`config.mk`:
```
export PLATFORM = sky130hd
export DESIGN_NAME = dram_refresh_ctrl
export DESIGN_NICKNAME = d
export VERILOG_FILES = /design/src/rtl/dram_ref_pkg.sv /design/src/rtl/ref_tick_timer.sv /design/src/rtl/ref_pend_counter.sv /design/src/rtl/ref_cbr_fsm.sv /design/src/rtl/dram_refresh_ctrl.sv
export SDC_FILE = /design/constraint.sdc
export NUM_CORES = 1
export LEC_CHECK = 0
export ABC_CLOCK_PERIOD_IN_PS = 3850
export BUFFER_PORTS_ARGS = -buffer_cell sky130_fd_sc_hd__buf_2
export CAP_MARGIN = 20
export CORE_MARGIN = 2
export CORE_UTILIZATION = 50
export DETAILED_ROUTE_END_ITERATION = 12
export PLACE_DENSITY = 0.66
export SETUP_SLACK_MARGIN = 0.2
export SLEW_MARGIN = 5
export SYNTH_ARGS = -nofsm -noshare
export SYNTH_HDL_FRONTEND = slang
export SYNTH_SLANG_ARGS = --single-unit
```
`constraint.sdc`:
```
create_clock -name clk -period 3.85 [get_ports clk]
set_clock_uncertainty 0.2 [all_clocks]
set_input_delay 0.1925 -clock clk [delete_from_list [all_inputs] [get_ports clk]]
set_output_delay 0.1925 -clock clk [all_outputs]
set_load 0.01 [all_outputs]
```
`src/rtl/dram_ref_pkg.sv`:
```
package dram_ref_pkg;

    typedef enum logic [2:0] {
        ST_PAUSE,
        ST_IDLE,
        ST_PRE,
        ST_CSR,
        ST_RASLO,
        ST_RP
    } ref_state_t;

    // Round a nanosecond figure up to whole clock cycles, never below one.
    function automatic int ns_to_cyc(input int ns, input int mhz);
        int c;
        c = (ns * mhz + 999) / 1000;
        return (c < 1) ? 1 : c;
    endfunction

endpackage

```
`src/rtl/ref_tick_timer.sv`:
```
module ref_tick_timer #(
    parameter int unsigned INTERVAL_CYC = 1562
) (
    input  logic clk,
    input  logic rst_n,
    input  logic en,
    output logic tick
);
    localparam int TW = $clog2(INTERVAL_CYC + 1);

    logic [TW-1:0] cnt;

    assign tick = en && (cnt == TW'(INTERVAL_CYC - 1));

    always_ff @(posedge clk or negedge rst_n) begin
        if (!rst_n)      cnt <= '0;
        else if (!en)    cnt <= '0;
        else if (tick)   cnt <= '0;
        else             cnt <= cnt + 1'b1;
    end

    // two ticks are never adjacent
    assert_tick_spacing_R2: assert property (@(posedge clk) disable iff (!rst_n)
        tick |=> !tick);

endmodule

```
`src/rtl/ref_pend_counter.sv`:
```
module ref_pend_counter #(
    parameter int unsigned PEND_MAX = 8
) (
    input  logic clk,
    input  logic rst_n,
    input  logic tick,
    input  logic done,
    output logic pend_nz,
    output logic pend_full,
    output logic pend_more
);
    localparam int PW = $clog2(PEND_MAX + 1);

    logic [PW-1:0] cnt;
    logic          inc;
    logic          dec;

    assign pend_nz   = (cnt != '0);
    assign pend_full = (cnt == PW'(PEND_MAX));
    assign pend_more = (cnt > PW'(1)) || tick;
    assign inc       = tick && (!pend_full || done);
    assign dec       = done && pend_nz;

    always_ff @(posedge clk or negedge rst_n) begin
        if (!rst_n)              cnt <= '0;
        else if (inc && !dec)    cnt <= cnt + 1'b1;
        else if (dec && !inc)    cnt <= cnt - 1'b1;
    end

    // a tick arriving at a full queue is dropped
    assert_pend_sat_R7: assert property (@(posedge clk) disable iff (!rst_n)
        (pend_full && tick && !done) |=> pend_full);

    // serving the last queued refresh empties the queue
    assert_pend_drain_R7: assert property (@(posedge clk) disable iff (!rst_n)
        (done && !tick && !pend_more) |=> !pend_nz);

endmodule

```
`src/rtl/ref_cbr_fsm.sv`:
```
module ref_cbr_fsm
    import dram_ref_pkg::*;
#(
    parameter int unsigned STARTUP_CYC = 20000,
    parameter int unsigned WARMUP      = 8,
    parameter int unsigned PRE_CYC     = 1,
    parameter int unsigned CSR_CYC     = 1,
    parameter int unsigned RAS_CYC     = 5,
    parameter int unsigned RP_CYC      = 3
) (
    input  logic clk,
    input  logic rst_n,
    input  logic gnt,
    input  logic pend_nz,
    input  logic pend_more,
    output logic ras_n,
    output logic cas_n,
    output logic we_n,
    output logic own,
    output logic done,
    output logic init_done
);
    localparam int unsigned SLOT_MAX =
        (PRE_CYC > CSR_CYC ? PRE_CYC : CSR_CYC) > (RAS_CYC > RP_CYC ? RAS_CYC : RP_CYC) ?
        (PRE_CYC > CSR_CYC ? PRE_CYC : CSR_CYC) : (RAS_CYC > RP_CYC ? RAS_CYC : RP_CYC);
    localparam int unsigned LEN_MAX = STARTUP_CYC > SLOT_MAX ? STARTUP_CYC : SLOT_MAX;
    localparam int CW = $clog2(LEN_MAX + 1);
    localparam int WW = $clog2(WARMUP + 1);

    ref_state_t    state;
    logic [CW-1:0] wait_cnt;
    logic [CW-1:0] phase_len;
    logic [WW-1:0] warm_cnt;
    logic          init_q;
    logic          last;

    always_comb begin
        unique case (state)
            ST_PAUSE: phase_len = CW'(STARTUP_CYC - 1);
            ST_PRE:   phase_len = CW'(PRE_CYC - 1);
            ST_CSR:   phase_len = CW'(CSR_CYC - 1);
            ST_RASLO: phase_len = CW'(RAS_CYC - 1);
            ST_RP:    phase_len = CW'(RP_CYC - 1);
            default:  phase_len = '0;
        endcase
    end

    assign last = (wait_cnt == phase_len);

    // State register and slot counters
    always_ff @(posedge clk or negedge rst_n) begin
        if (!rst_n) begin
            state    <= ST_PAUSE;
            wait_cnt <= '0;
            warm_cnt <= '0;
            init_q   <= 1'b0;
        end else begin
            unique case (state)
                ST_PAUSE: begin
                    if (last) begin state <= ST_PRE; wait_cnt <= '0; end
                    else wait_cnt <= wait_cnt + 1'b1;
                end
                ST_IDLE: begin
                    if (gnt && pend_nz) begin state <= ST_PRE; wait_cnt <= '0; end
                end
                ST_PRE: begin
                    if (last) begin state <= ST_CSR; wait_cnt <= '0; end
                    else wait_cnt <= wait_cnt + 1'b1;
                end
                ST_CSR: begin
                    if (last) begin state <= ST_RASLO; wait_cnt <= '0; end
                    else wait_cnt <= wait_cnt + 1'b1;
                end
                ST_RASLO: begin
                    if (last) begin state <= ST_RP; wait_cnt <= '0; end
                    else wait_cnt <= wait_cnt + 1'b1;
                end
                ST_RP: begin
                    if (last) begin
                        wait_cnt <= '0;
                        if (!init_q) begin
                            warm_cnt <= warm_cnt + 1'b1;
                            if (warm_cnt == WW'(WARMUP - 1)) begin
                                init_q <= 1'b1;
                                state  <= ST_IDLE;
                            end else begin
                                state <= ST_PRE;
                            end
                        end else begin
                            state <= pend_more ? ST_PRE : ST_IDLE;
                        end
                    end else begin
                        wait_cnt <= wait_cnt + 1'b1;
                    end
                end
                default: state <= ST_IDLE;
            endcase
        end
    end

    // Strobe decode
    always_comb begin
        ras_n = 1'b1;
        cas_n = 1'b1;
        unique case (state)
            ST_CSR:   cas_n = 1'b0;
            ST_RASLO: begin ras_n = 1'b0; cas_n = 1'b0; end
            default:  ;
        endcase
    end

    assign we_n      = 1'b1;
    assign own       = !init_q || (state inside {ST_PRE, ST_CSR, ST_RASLO, ST_RP});
    assign done      = (state == ST_RP) && last && init_q;
    assign init_done = init_q;

    // the column strobe already led by a cycle when the row strobe falls
    assert_cas_before_ras_R3: assert property (@(posedge clk) disable iff (!rst_n)
        $fell(ras_n) |-> (!cas_n && !$past(cas_n)));

    // column strobe held low throughout the row strobe low window
    assert_cas_held_R3: assert property (@(posedge clk) disable iff (!rst_n)
        !ras_n |-> !cas_n);

    // row strobe low window lasts more than one cycle
    assert_ras_low_min_R5: assert property (@(posedge clk) disable iff (!rst_n)
        $fell(ras_n) |=> !ras_n);

    // precharge lasts more than one cycle
    assert_ras_precharge_R5: assert property (@(posedge clk) disable iff (!rst_n)
        $rose(ras_n) |=> ras_n);

    // after init, a refresh only starts under grant
    assert_grant_held_R6: assert property (@(posedge clk) disable iff (!rst_n)
        ($fell(cas_n) && init_q) |-> gnt);

endmodule

```
`src/rtl/dram_refresh_ctrl.sv`:
```
module dram_refresh_ctrl
    import dram_ref_pkg::*;
#(
    parameter int unsigned CLK_MHZ      = 100,
    parameter int unsigned ROWS         = 4096,
    parameter int unsigned RETENTION_US = 64000,
    parameter int unsigned PAUSE_US     = 200,
    parameter int unsigned WARMUP       = 8,
    parameter int unsigned PEND_MAX     = 8,
    parameter int unsigned T_PRE_NS     = 10,
    parameter int unsigned T_CSR_NS     = 10,
    parameter int unsigned T_RAS_NS     = 50,
    parameter int unsigned T_RP_NS      = 30
) (
    input  logic clk,
    input  logic rst_n,
    input  logic ref_gnt,
    output logic ref_req,
    output logic acc_hold,
    output logic ref_own,
    output logic init_done,
    output logic ras_n,
    output logic cas_n,
    output logic we_n
);
    localparam int unsigned INTERVAL_CYC = (RETENTION_US * CLK_MHZ) / ROWS;
    localparam int unsigned STARTUP_CYC  = PAUSE_US * CLK_MHZ;
    localparam int unsigned PRE_CYC      = ns_to_cyc(T_PRE_NS, CLK_MHZ);
    localparam int unsigned CSR_CYC      = ns_to_cyc(T_CSR_NS, CLK_MHZ);
    localparam int unsigned RAS_CYC      = ns_to_cyc(T_RAS_NS, CLK_MHZ);
    localparam int unsigned RP_CYC       = ns_to_cyc(T_RP_NS, CLK_MHZ);

    logic tick;
    logic done;
    logic pend_nz;
    logic pend_full;
    logic pend_more;
    logic own;
    logic init_q;

    ref_tick_timer #(.INTERVAL_CYC(INTERVAL_CYC)) i_timer (
        .clk   (clk),
        .rst_n (rst_n),
        .en    (init_q),
        .tick  (tick)
    );

    ref_pend_counter #(.PEND_MAX(PEND_MAX)) i_pend (
        .clk       (clk),
        .rst_n     (rst_n),
        .tick      (tick),
        .done      (done),
        .pend_nz   (pend_nz),
        .pend_full (pend_full),
        .pend_more (pend_more)
    );

    ref_cbr_fsm #(
        .STARTUP_CYC (STARTUP_CYC),
        .WARMUP      (WARMUP),
        .PRE_CYC     (PRE_CYC),
        .CSR_CYC     (CSR_CYC),
        .RAS_CYC     (RAS_CYC),
        .RP_CYC      (RP_CYC)
    ) i_fsm (
        .clk       (clk),
        .rst_n     (rst_n),
        .gnt       (ref_gnt),
        .pend_nz   (pend_nz),
        .pend_more (pend_more),
        .ras_n     (ras_n),
        .cas_n     (cas_n),
        .we_n      (we_n),
        .own       (own),
        .done      (done),
        .init_done (init_q)
    );

    assign init_done = init_q;
    assign ref_own   = own;
    assign ref_req   = init_q && (pend_nz || own);
    assign acc_hold  = !init_q || pend_full || own;

endmodule

```
After elaboration in Yosys (flattened, before gate mapping)
Cells that the tools add are included.
Widths: inputs -> output; s select.
Word-level totals
  bits of input ports: 3
  output and inout port bits: 7
  flip-flop bits (word level): 38
Operators by class
  $add $sub $neg: 5
  mux-type cells: 22
  $lt $le $gt $ge: 1
  reduce and logical (&&, ||, !) cells: 30
  eq/ne operators: 15
  bitwise operators: 1
Operators with widths (number)
  $pmux 15 s3: 1
  $mux 15: 2
  $pmux 15 s2: 1
  $mux 11: 2
  $mux 3: 7
  $pmux 3 s6: 1
  $add 15x1->15 const B: 1
  $eq 15x15->1: 1
  $ne 2x1->1 const B: 6
  $add 11x1->11 const B: 1
  $eq 11x11->1 const B: 1
  $logic_and 1x1->1: 9
  $add 4x1->4 const B: 2
  $mux 4: 2
  $reduce_bool 4->1: 2
  $eq 3x2->1 const B: 2
  $eq 3x3->1 const B: 2
  $logic_or 1x1->1: 6
  $reduce_and 6->1: 1
  $reduce_or 5->1: 1
  $eq 4x3->1 const B: 1
  $eq 4x4->1 const B: 1
  $gt 4x1->1 const B: 1
  $logic_not 1->1: 4
  10 further kinds: 16

Depth between registers and ports, before layout
Gate-level depths: netlist of the first run.
  depth in word-level cells: 11
  depth in mapped cells: 11

By module
A second synthesis of the first run with hierarchy kept.
Second synthesis, totals
  cell total of the unflattened synthesis: 250
  area total of the unflattened synthesis: 2318.5 µm²
By module, submodules not included
  ref_cbr_fsm: cells an instance 165, seq. area each 575.6 µm², area each 1453.9 µm², instances 1
  ref_tick_timer: cells an instance 55, seq. area each 275.3 µm², area each 568.0 µm², instances 1
  ref_pend_counter: cells an instance 28, seq. area each 100.1 µm², area each 280.3 µm², instances 1
  dram_refresh_ctrl: cells an instance 2, seq. area each 0.0 µm², area each 16.3 µm², instances 1

Worst setup path after synthesis of the first run
OpenSTA, ideal clock, no wires.
  path kind: flip-flop to flip-flop
  start point: reg i_fsm.wait_cnt[4]
  end point: reg i_pend.cnt[3]
  path buffers: 1
  arrival time: 2.460 ns
  required time: 3.571 ns
  setup slack: 1.111 ns
  period minus slack after synthesis: 2.739 ns
  stages on the path, launching flop included: 11
  path through: dfrtp_1 -> buf_2 -> nor4_4 -> and2_1 -> nand3_1 -> nor4_1 -> nand3_1 -> ha_1 -> or4_1 -> a21oi_1 -> xor2_1
Between the ends
  word-level cells in the longest chain between the ends: 8
RTL lines
  start: declaration: RTL line ref_cbr_fsm.sv:31  | logic [CW-1:0] wait_cnt;
  start signal: assignment: RTL line ref_cbr_fsm.sv:61  | else wait_cnt <= wait_cnt + 1'b1;
  start signal: assignment: RTL line ref_cbr_fsm.sv:68  | else wait_cnt <= wait_cnt + 1'b1;
  start signal: assignment: RTL line ref_cbr_fsm.sv:72  | else wait_cnt <= wait_cnt + 1'b1;
  $eq 15x15->1 (*): RTL line ref_cbr_fsm.sv:48  | assign last = (wait_cnt == phase_len);
  $logic_and 1x1->1 (*) (2 in a row): RTL line ref_cbr_fsm.sv:114  | assign done = (state == ST_RP) && last && init_q;
  $logic_or 1x1->1: RTL line ref_pend_counter.sv:21  | assign inc = tick && (!pend_full || done);
  $logic_and 1x1->1: RTL line ref_pend_counter.sv:21
  $logic_not 1->1: RTL line ref_pend_counter.sv:27  | else if (dec && !inc) cnt <= cnt - 1'b1;
  $logic_and 1x1->1: RTL line ref_pend_counter.sv:27
  $reduce_bool 2->1 (no source line)
  end signal: assignment: RTL line ref_pend_counter.sv:26  | else if (inc && !dec) cnt <= cnt + 1'b1;
  end signal: assignment: RTL line ref_pend_counter.sv:27
  end: declaration: RTL line ref_pend_counter.sv:14  | logic [PW-1:0] cnt;
Mark *: on every way between the ends. The rest lies on a longest branch, timed or not.
A chain may end at the register's enable or synchronous reset.

Final worst setup path of the first run
Ends and elaborated chain as after synthesis.

==> impl_metrics.py, run 1 <==
metrics = {
    "synth": {
        "synth-edff-count": 0,
        "ys.flop_type": "dfrtp_1",
        "synth_top_area_cell": "dfrtp_1",
        "async_flop_share_pct": 100.0,
        "ys_types": 54,
        "syn_nets": 266,
        "synth_seq_cells": 38,
        "yosysSeqAreaShare_pct": 40.75,
        "synth_area_mm2": 0.002333,
        "postSynthCellCount": 255,
        "synth.avg_cell_area_um2": 9.151,
        "yosys-top-cells-area": "dfrtp_1 (41%), xor2_1 (6.4%), nor2_1 (5.6%)",
        "synth_top_area_share_pct": 40.75,
        "ys_warn_count": 0,
    },
    "worst_setup_path": {
        "r2r-end": "i_pend.cnt[3]$_DFFE_PN0P_",
        "critical_path_depth": 9,
        "cp_common_cell": "nand3_1",
        "cp-endpoint": "i_pend.cnt[3]$_DFFE_PN0P_",
        "cp-end-kind": "register",
        "cp.required_ns": 3.87,
        "r2r_cells": 9,
        "cp_top_family": "simple AND/OR/NAND/NOR gates",
        "critPathLaunchType": "register",
        "crit_buf_inv": 0,
        "rrSetupSlack_ns": 0.95,
        "path_max_fanout": 7,
        "critPathArrivalTime_ns": 2.92,
        "path_class": "reg2reg",
        "crit_slowest_cell": "or4_1",
        "max_stage_delay_ns": 0.54,
        "crit_start": "i_fsm.wait_cnt[4]$_DFFE_PN0P_",
        "reg2reg_from": "i_fsm.wait_cnt[4]$_DFFE_PN0P_",
        "cp_cell_sequence": "nor4_4 -> and2_1 -> nand3_1 -> nor4_1 -> nand3_1 -> ha_1 -> or4_1 -> a21oi_1 -> xor2_1",
    },
    "final_layout": {
        "syn2layout_area_growth_pct": 6.595,
        "drive_gt1_share_pct": 11.49,
        "final_cell_mix": "dfrtp_1 (38), nor2_1 (35), nand3_1 (25)",
        "fin_util_pct": 56.35,
        "num_antenna_cells": 0,
        "final_nets": 271,
        "fill_cells": 419,
        "final_common_cell": "dfrtp_1",
    },
    "sta": {
        "min_period_ns": 2.898,
        "setup_ws_ns": 0.9517,
        "hold_viol": 0,
        "tns_ns": 0,
        "tightestPinTransition_ns": 0.8615,
        "period_share_pct": 75.28,
        "relSlewSlack_pct": 42.56,
        "fmax_ghz": 0.3450,
        "setup_viol": 0,
        "rsz0062_at_grt": "false",
        "hold_ws_ns": 0.1300,
        "maxSlewViolCount": 0,
    },
    "drt": {
        "routed-via-count": 1737,
        "dr.pass1.iters": 4,
        "ant_nets": 0,
        "drt_iter0_markers": 103,
        "wl_per_cell_um": 14.23,
        "avgViaCountPerCell": 5.550,
        "routed_wl_um": 4455,
        "drc": 0,
    },
    "pwr": {
        "power.total_uw": 695.7,
        "powerDensity_mw_per_mm2": 279.7,
        "cellLeakagePower_nw": 1.135,
        "vdd_ir_drop_max_v": 0.0001966,
    },
    "floorplanning": {
        "die_y_um": 72.32,
        "die-area_mm2": 0.005229,
        "initial_core_util_pct": 52.86,
        "fp.dieW_um": 72.32,
        "io_pins": 10,
        "core_mm2": 0.004414,
        "fp-row-count": 24,
    },
    "cts": {
        "cts_buffers": 5,
        "cts.htree.levels": 2,
        "clock_latency_ns": 0.29,
        "clock-sinks": 38,
        "clockRootBuffer": "clkbuf_8",
        "clk_pin_slew_worst_paths_ns": 0.08,
        "clock_path_buffers": 2,
        "cts_setup_buffers": 0,
        "cts_tree": "yes",
    },
    "placed_design": {
        "gp_congestion": 0.8491,
        "place_ws_ns": 0.9569,
        "portBuffers": 8,
        "place_hpwl_um": 3172,
    },
    "global_routing": {
        "antenna_found_initial": 0,
        "grt_max_degree": 39,
        "grt-ovfl-total": 0,
        "grt_util_all_layers_pct": 19.20,
        "grt_pass1_wl_um": 7810,
        "first_global_vias": 1667,
    },
    "status": {
        "status": "finished clean",
    },
    "min_path": {
        "hold_class": "in2reg",
    },
    "run": {
        "max_cap_violations": 0,
    },
}
[cell usage after synthesis (2+ instances only)]
| cell type | number |
|---|---|
| nand2_1 | 21 |
| nor2_1 | 35 |
| and2_1 | 2 |
| buf_2 | 3 |
| dfrtp_1 | 38 |
| clkbuf_1 | 5 |
| and4b_1 | 2 |
| nor2b_1 | 2 |
| xor2_1 | 17 |
| o21ai_2 | 2 |
| nand4_1 | 5 |
| ha_1 | 8 |
| xnor2_1 | 12 |
| nor4_1 | 2 |
| o21ai_1 | 2 |
| a21oi_1 | 5 |
| nor3_1 | 6 |
| nand2b_1 | 2 |
| and3_1 | 7 |
| o21a_1 | 2 |
| inv_1 | 9 |
| o21ai_0 | 6 |
| a21o_1 | 3 |
| buf_4 | 3 |
| nand3_1 | 25 |
| a31oi_1 | 3 |
[kinds of logic after synthesis]
family,Yosys count,synth area share [%]
AND/OR/NAND/NOR,123,28.31
flip-flops,38,40.75
AO/OA/AOI/OAI,34,10.83
XOR/XNOR,29,10.88
buffers and inverters,20,3.860
adder cells (fa/ha/maj),8,4.290
multiplexers,2,0.9115
other,1,0.1607
[cell type report]
class                   instances  area (um2)  area share (%)
multi-input cells             197        1292           51.96
flip-flops and latches         38       950.9           38.23
clock buffers                   6       82.58           3.320
well taps                      52       65.06           2.616
repair buffers                  9       50.05           2.012
inverters                       9       33.78           1.358
clock inverters                 2       12.51          0.5030
[tightest hold or removal path, delay by kind of cell]
family / cells / cell delay [ns]
AO/OA/AOI/OAI: 1 / 0.06
buffers and inverters: 1 / 0.12
AND/OR/NAND/NOR: 2 / 0.21
[power by group]
group / internal, mW / switching, mW / total (mW)
combinational: 0.00141 / 0.00877 / 0.0102
sequential: 0.399 / 0 / 0.399
clock: 0.144 / 0.143 / 0.287
[registers in the layout, summed over array words and instances, names as in the netlist]
register         count
i_fsm.state          3
i_fsm.wait_cnt      15
i_timer.cnt         11
i_fsm.warm_cnt       4
i_pend.cnt           4
i_fsm.init_done      1
[per-stage QoR]
| stage | area, um2 | std cells |
|---|---|---|
| 2_1_floorplan | 2333 | 255 |
| 3_3_place_gp | 2382 | 304 |
| 3_5_place_dp | 2382 | 304 |
| 4_1_cts | 2487 | 313 |
| 5_1_grt | 2487 | 313 |
| 6_report | 2487 | 313 |
[repair_timing]
| action | 4_1_cts | 5_1_grt |
|---|---|---|
| gates resized for setup | 0 | 0 |
| hold buffers | 1 | 0 |
| endpoints found under the hold margin | 38 | 0 |
[metal layers]
metal	up-vias	track usage, %	routed length, um
li1	894	-	-
met2	26	30.28	2048
met5	-	0	0
met3	4	5.417	141
met1	813	26.12	2232
met4	0	5.031	31
[how the worst min path moves through the flow]
stage | startpoint | to | slack, ns | cells after the start
global placement | rst_n | i_timer.cnt[4]$_DFF_PN0_ | 0.15 | 1
global route | ref_gnt | i_fsm.wait_cnt[0]$_DFFE_PN0P_ | 0.14 | 4
CTS | ref_gnt | i_fsm.wait_cnt[1]$_DFFE_PN0P_ | 0.12 | 4
finish | ref_gnt | i_fsm.wait_cnt[1]$_DFFE_PN0P_ | 0.13 | 4
floorplan | rst_n | i_fsm.init_done$_DFFE_PN0N_ | -0.30 | 0
detailed placement | rst_n | i_timer.cnt[6]$_DFF_PN0_ | 0.16 | 1
Power figures use the tool's default switching activity.
==> run 2, diff against run 1 <==
--- a/config.mk
+++ b/config.mk
@@ -5,13 +5,14 @@
 export SDC_FILE = /design/constraint.sdc
 export NUM_CORES = 1
 export LEC_CHECK = 0
-export ABC_CLOCK_PERIOD_IN_PS = 3850
+export ABC_AREA = 1
+export ABC_CLOCK_PERIOD_IN_PS = 2600
 export BUFFER_PORTS_ARGS = -buffer_cell sky130_fd_sc_hd__buf_2
 export CAP_MARGIN = 20
 export CORE_MARGIN = 2
 export CORE_UTILIZATION = 50
 export DETAILED_ROUTE_END_ITERATION = 12
-export PLACE_DENSITY = 0.66
+export PLACE_DENSITY = 0.68
 export SETUP_SLACK_MARGIN = 0.2
 export SLEW_MARGIN = 5
 export SYNTH_ARGS = -nofsm -noshare
==> constraint.sdc (replaced) <==
create_clock -name clk -period 2.6 [get_ports clk]
set_clock_uncertainty 0.2 [all_clocks]
set_input_delay 0.13 -clock clk [delete_from_list [all_inputs] [get_ports clk]]
set_output_delay 0.13 -clock clk [all_outputs]
set_load 0.01 [all_outputs]
==> run 2 against run 1 <==
Compared with the run above: clock power rose by 80%; via count rose by 37%; non-clock buffer count is 22 higher; flip-flop and latch count stayed put; cell area rose by 21%; total power increased by 61%; count of clock-buffer cells in the layout fell by 1; sequential share of layout area down 6.5 points; cell count up 49%; fmax is 17% higher; critical path depth increased by 6; synthesized area is 10% higher.
==> impl_metrics.py, run 2 <==
metrics = {
    "status": {
        "status": "finished clean",
    },
    "sta": {
        "maxSlewViolCount": 0,
        "relSlewSlack_pct": 42.25,
        "tns_ns": 0,
        "tightestPinTransition_ns": 0.8662,
        "hold_viol": 0,
        "min_period_ns": 2.483,
        "period_share_pct": 95.49,
        "fmax_ghz": 0.4028,
        "setup_viol": 0,
        "rsz0062_at_grt": "true",
    },
    "cts": {
        "cts_tree": "yes",
        "cts.htree.levels": 2,
        "cts_buffers": 5,
        "clock-sinks": 38,
        "clockRootBuffer": "clkbuf_8",
        "clock_path_buffers": 2,
        "clock_latency_ns": 0.30,
        "clk_pin_slew_worst_paths_ns": 0.09,
    },
    "floorplanning": {
        "fp.dieW_um": 75.68,
        "die_y_um": 75.68,
        "io_pins": 10,
        "core_mm2": 0.005042,
        "initial_core_util_pct": 50.94,
        "fp-row-count": 26,
        "die-area_mm2": 0.005727,
    },
    "global_routing": {
        "grt_max_degree": 39,
        "first_global_vias": 2184,
        "antenna_found_initial": 0,
        "grt_util_all_layers_pct": 23.20,
        "grt-ovfl-total": 0,
        "grt_pass1_wl_um": 10070,
    },
    "drt": {
        "wl_per_cell_um": 12.80,
        "drc": 0,
        "avgViaCountPerCell": 5.103,
        "highest_layer": "met4",
        "drt-met1-wl_um": 2834,
        "wl_met3_um": 189,
        "wl_met2_um": 2834,
        "dr.pass1.iters": 4,
        "drt_iter0_markers": 144,
        "ant_nets": 0,
        "routed_wl_um": 5954,
        "routed-via-count": 2373,
    },
    "synth": {
        "async_flop_share_pct": 100.0,
        "synth.most_common_cell": "nand2_1",
        "ys.flop_type": "dfrtp_1",
        "synth_top_area_share_pct": 37.02,
        "synth_seq_cells": 38,
        "yosys.area_share.simple_pct": 36.73,
        "synthXorXnorAreaFrac_pct": 6.478,
        "yosysSeqAreaShare_pct": 37.02,
        "synth-edff-count": 0,
        "synth-compound-area-share_pct": 6.673,
        "synth_top_area_cell": "dfrtp_1",
        "syn_nets": 371,
        "synth_adder_area_share_pct": 3.897,
        "synth.avg_cell_area_um2": 7.135,
        "ys_warn_count": 0,
        "ys_types": 34,
        "postSynthCellCount": 360,
        "yosys-top-cells-area": "dfrtp_1 (37%), nand2_1 (14%), inv_1 (7.0%)",
        "synth.area.mux_share_pct": 0,
        "synth_area_mm2": 0.002569,
        "synth_top_family_by_area": "simple AND/OR/NAND/NOR gates",
        "yosys-top-cells-count": "nand2_1 (96), inv_1 (48), nor2_1 (43)",
    },
    "pwr": {
        "p_clk_share_pct": 46.1,
        "cellLeakagePower_nw": 1.519,
        "switching_share_pct": 21.71,
        "powerDensity_mw_per_mm2": 373.0,
        "power.switching_uw": 243.5,
        "combPwrFrac_pct": 1.3,
        "vdd_ir_drop_max_v": 0.0003342,
        "power.total_mw": 1.122,
        "internal_power_uw": 878.1,
        "seqPwrFrac_pct": 52.6,
    },
    "run": {
        "max_cap_violations": 0,
    },
    "worst_setup_path": {
        "cp.required_ns": 2.59,
        "cp-end-kind": "register",
        "critPathLaunchType": "register",
        "critPathArrivalTime_ns": 2.48,
        "path_max_fanout": 7,
        "path_class": "reg2reg",
    },
    "final_layout": {
        "largest_register": "i_fsm.wait_cnt",
        "num_antenna_cells": 0,
        "largest_reg_flops": 15,
        "final_cells": 465,
        "reg_top3": "i_fsm.wait_cnt: 15 flops, i_timer.cnt: 11 flops",
        "drive_gt1_share_pct": 18.73,
        "final_cell_mix": "nand2_1 (91), inv_1 (48), nor2_1 (42)",
        "fill_cells": 463,
        "final_nets": 405,
        "final_common_cell": "nand2_1",
        "syn2layout_area_growth_pct": 17.05,
    },
    "min_path": {
        "hold_class": "in2reg",
    },
    "placed_design": {
        "portBuffers": 8,
        "place_hpwl_um": 4529,
        "gp_congestion": 0.9580,
        "dp_cells": 451,
    },
}
-- run 2: cell count changes in the layout (fill, tap and decap cells not counted), sizes merged, moves of 7 or more --
cell,before,now
and3,8,1
buf,8,30
inv,9,53
nand2,21,103
nor2,35,47
xnor2,12,1
-- run 2: worst max-delay path, cell delays in order, from the launching register on --
cell	delay [ns]
dfrtp_2	0.47
nor2_4	0.18
nand2_4	0.10
nand2_2	0.07
nand2_2	0.05
inv_1	0.05
nand2_1	0.04
nor2_1	0.10
nand4_1	0.12
a21oi_2	0.19
ha_4	0.23
or2_4	0.23
o22ai_2	0.08
o21ai_1	0.09
xor2_1	0.14
inv_1	0.05
-- run 2: power groups by stage --
stage	Sequential (mW)	Clock (mW)	Combinational (mW)
2_1_floorplan	0.602	0	0.00174
3_3_place_gp	0.602	0	0.0142
3_5_place_dp	0.602	0	0.0144
4_1_cts	0.590	0.527	0.0155
5_1_grt	0.590	0.551	0.0182
6_report	0.590	0.517	0.0145
-- run 2: path summary, 6_finish.rpt --
kind / start / end / slack [ns] / cells past startpoint
max: i_fsm.state[1]$_DFFE_PN0P_ / i_pend.cnt[3]$_DFFE_PN0P_ / 0.12 / 15
min: ref_gnt / i_fsm.state[2]$_DFFE_PN0P_ / 0.12 / 5
max reg2reg: i_fsm.state[1]$_DFFE_PN0P_ / i_pend.cnt[3]$_DFFE_PN0P_ / 0.12 / 15
min reg2reg: i_fsm.warm_cnt[1]$_DFFE_PN0P_ / i_fsm.warm_cnt[1]$_DFFE_PN0P_ / 0.31 / 2
max in group asynchronous: rst_n / i_fsm.state[0]$_DFFE_PN0P_ / 1.33 / 2
min in group asynchronous: rst_n / i_fsm.state[2]$_DFFE_PN0P_ / 0.29 / 2
-- run 2: what timing repair did --
| item | CTS | global route |
|---|---|---|
| hold buffers | 1 | 0 |
| setup buffers | 5 | 0 |
| setup endpoints to repair | 1 | 2 |
| endpoints found under the hold margin | 38 | 0 |
| gates resized for setup | 6 | 3 |
| pin swaps | 7 | 8 |
-- run 2: routing by layer --
layer	vias up	track usage, %
met5	-	0
met4	0	7.407
met3	9	3.704
met2	47	38.84
met1	1104	30.83
li1	1213	-
-- run 2: logic make-up after synthesis --
kind of cell / count (synthesis)
AND/OR/NAND/NOR: 208
buffers and inverters: 57
flip-flops: 38
AO/OA/AOI/OAI: 29
XOR/XNOR: 19
adder cells (fa/ha/maj): 8
other: 1
-- run 2: final cells by class --
type | count | area (um2) | area share [%]
clock inverter | 3 | 45.04 | 1.498
timing repair buffer | 31 | 215.2 | 7.158
inverter | 53 | 201.4 | 6.700
clock buffer | 5 | 68.82 | 2.289
multi-input combinational | 265 | 1435 | 47.73
sequential | 38 | 953.4 | 31.71
tap | 70 | 87.58 | 2.913
-- run 2: metrics by stage --
stage	hold slack, ns	setup WS (ns)	util [%]	instance area (um2)
after floorplan	-0.3656	0.09414	-	2600
after global placement	0.09166	0.1240	55.96	2821
after detailed placement	0.09607	0.04736	55.96	2821
after CTS	0.1139	0.09063	59.40	2995
after global routing	0.1435	0.006654	59.63	3007
final	0.1159	0.1172	59.63	3007
==> run 3, diff against run 2 <==
==> constraint.sdc (replaced) <==
create_clock -name clk -period 2.6 [get_ports clk]
set_clock_uncertainty 0.2 [all_clocks]
set_input_delay 0.39 -clock clk [delete_from_list [all_inputs] [get_ports clk]]
set_output_delay 0.39 -clock clk [all_outputs]
set_load 0.01 [all_outputs]
==> run 3 against run 2 <==
Compared with the run above: the flow now finishes with violations (negative hold slack); combinational power fell by 8%; critical path depth fell by 8; via count did not move; sequential power barely moved; fmax fell by 0.36%; critical path type is now reg2out; cell count fell by 0.22%; worst hold slack got worse by 0.13 ns; register-to-register slack barely moved; die area did not move; flip-flop and latch count did not move; routed wire length fell by 0.45%; total power fell by 0.23%.
==> impl_metrics.py, run 3 (synthesis results as in run 2) <==
metrics = {
    "status": {
        "status": "finished with violations",
        "violations": "negative hold slack",
    },
    "sta": {
        "setup_ws_ns": 0.1081,
        "setup_viol": 0,
        "fmax_ghz": 0.4013,
        "tightestPinTransition_ns": 0.8602,
        "tns_ns": 0,
        "period_share_pct": 95.84,
        "min_period_ns": 2.492,
        "maxSlewViolCount": 0,
        "hold_viol": 7,
        "relSlewSlack_pct": 42.66,
        "rsz0062_at_grt": "true",
        "hold_ws_ns": -0.009761,
    },
    "pwr": {
        "vdd_ir_drop_max_v": 0.0003334,
        "p_clk_share_pct": 46.0,
        "switching_share_pct": 21.62,
        "powerDensity_mw_per_mm2": 373.4,
        "combPwrFrac_pct": 1.2,
        "cellLeakagePower_nw": 1.514,
        "power.switching_uw": 241.9,
        "internal_power_uw": 877.1,
        "seqPwrFrac_pct": 52.8,
    },
    "worst_setup_path": {
        "crit_start": "i_fsm.state[0]$_DFFE_PN0P_",
        "critPathArrivalTime_ns": 1.90,
        "path_max_fanout": 7,
        "reg2reg_from": "i_fsm.state[1]$_DFFE_PN0P_",
        "critPathLaunchType": "register",
        "path_class": "reg2out",
        "cp.required_ns": 2.01,
        "cp-end-kind": "output port",
    },
    "final_layout": {
        "fill_cells": 464,
        "reg_top3": "i_fsm.wait_cnt: 15 flops, i_timer.cnt: 11 flops",
        "final_common_cell": "nand2_1",
        "stdcell_area_mm2": 0.002997,
        "drive_gt1_share_pct": 18.78,
        "num_antenna_cells": 0,
        "final_nets": 404,
        "largest_reg_flops": 15,
        "final_cell_mix": "nand2_1 (91), inv_1 (48), nor2_1 (42)",
        "layout.area.seq_um2": 953.4,
        "fin_util_pct": 59.43,
        "syn2layout_area_growth_pct": 16.66,
        "multi_input_area_mm2": 0.001435,
        "final_cells": 464,
        "largest_register": "i_fsm.wait_cnt",
    },
    "cts": {
        "clock_latency_ns": 0.30,
        "clock_path_buffers": 2,
        "cts.htree.levels": 2,
        "clk_pin_slew_worst_paths_ns": 0.09,
        "cts_buffers": 5,
        "holdBufCountCts": 0,
        "clockRootBuffer": "clkbuf_8",
        "cts_tree": "yes",
        "clock-sinks": 38,
    },
    "global_routing": {
        "antenna_found_initial": 0,
        "grt_pass1_wl_um": 10040,
        "first_global_vias": 2172,
        "grt-ovfl-total": 0,
        "grt_util_all_layers_pct": 23.15,
        "grt_max_degree": 39,
    },
    "drt": {
        "routed-via-count": 2373,
        "dr.pass1.iters": 5,
        "routed_wl_um": 5927,
        "drt_iter0_markers": 136,
        "wl_per_cell_um": 12.77,
        "drc": 0,
        "ant_nets": 0,
        "avgViaCountPerCell": 5.114,
    },
    "placed_design": {
        "dp_cells": 451,
        "place_hpwl_um": 4529,
        "dpl-instance-area_mm2": 0.002821,
        "place_ws_ns": 0.04736,
        "portBuffers": 8,
        "gp_congestion": 0.9580,
    },
    "floorplanning": {
        "fp-row-count": 26,
        "initial_core_util_pct": 50.94,
        "io_pins": 10,
        "fp.dieW_um": 75.68,
        "die_y_um": 75.68,
        "die-area_mm2": 0.005727,
        "core_mm2": 0.005042,
    },
    "min_path": {
        "hold_class": "in2async",
    },
    "run": {
        "max_cap_violations": 0,
    },
}
## run 3: cell types whose count changed in the layout (fill, tap and decap cells not counted)
cell	delta
dlygate4sd3_1	-1
## run 3: final timing paths
kind                                                  to  cells past startpoint  slack [ns]
min reg2reg                i_fsm.warm_cnt[1]$_DFFE_PN0P_                      2        0.31
min in group clk           i_fsm.warm_cnt[1]$_DFFE_PN0P_                      2        0.31
min                           i_fsm.state[2]$_DFFE_PN0P_                      1       -0.01
max in group asynchronous     i_fsm.state[0]$_DFFE_PN0P_                      1        1.63
max                                              ref_req                      7        0.11
max reg2reg                    i_pend.cnt[3]$_DFFE_PN0P_                     15        0.11
## run 3: layer usage
layer	vias up	share of wire [%]	GRT usage, %
met4	0	2.3	7.407
met5	-	0	0
met1	1093	48	30.83
li1	1213	-	-
met3	13	3.5	3.704
met2	54	47	38.65
## run 3: area by class of cell
type                       count  area share [%]
clock buffer                   5           2.296
clock inverter                 3           1.503
inverter                      53           6.722
multi-input combinational    265           47.89
sequential                    38           31.82
tap                           70           2.923
timing repair buffer          30           6.848
## run 3: timing repair
| item | 4_1_cts | 5_1_grt |
|---|---|---|
| gates cloned | 0 | 0 |
| setup endpoints to repair | 3 | 5 |
| resized for setup | 6 | 3 |
| buffers inserted | 5 | 0 |
| pin swaps | 7 | 8 |
## run 3: worst max-delay path, stage by stage, from the launching register on
cell and delay [ns]:
dfrtp_2 0.45, buf_4 0.15, nand3_1 0.15, nand2_2 0.18
o31ai_1 0.38, nor2_1 0.07, nor2_1 0.10, buf_2 0.14
## run 3: power by group through the flow
stage / clock network (mW) / registers (mW) / logic [mW]
after floorplan: 0 / 0.602 / 0.00174
after global placement: 0 / 0.602 / 0.0142
after detailed placement: 0 / 0.602 / 0.0144
after CTS: 0.527 / 0.590 / 0.0144
after global routing: 0.551 / 0.590 / 0.0169
final: 0.515 / 0.590 / 0.0133
## run 3: through the flow
step,power (mW),hold WS [ns]
final,1.119,-0.009761
after global routing,1.158,0.09221
after CTS,1.132,0.03055
after detailed placement,0.6167,0.2960
after global placement,0.6164,0.2905
after floorplan,0.6041,-0.1056
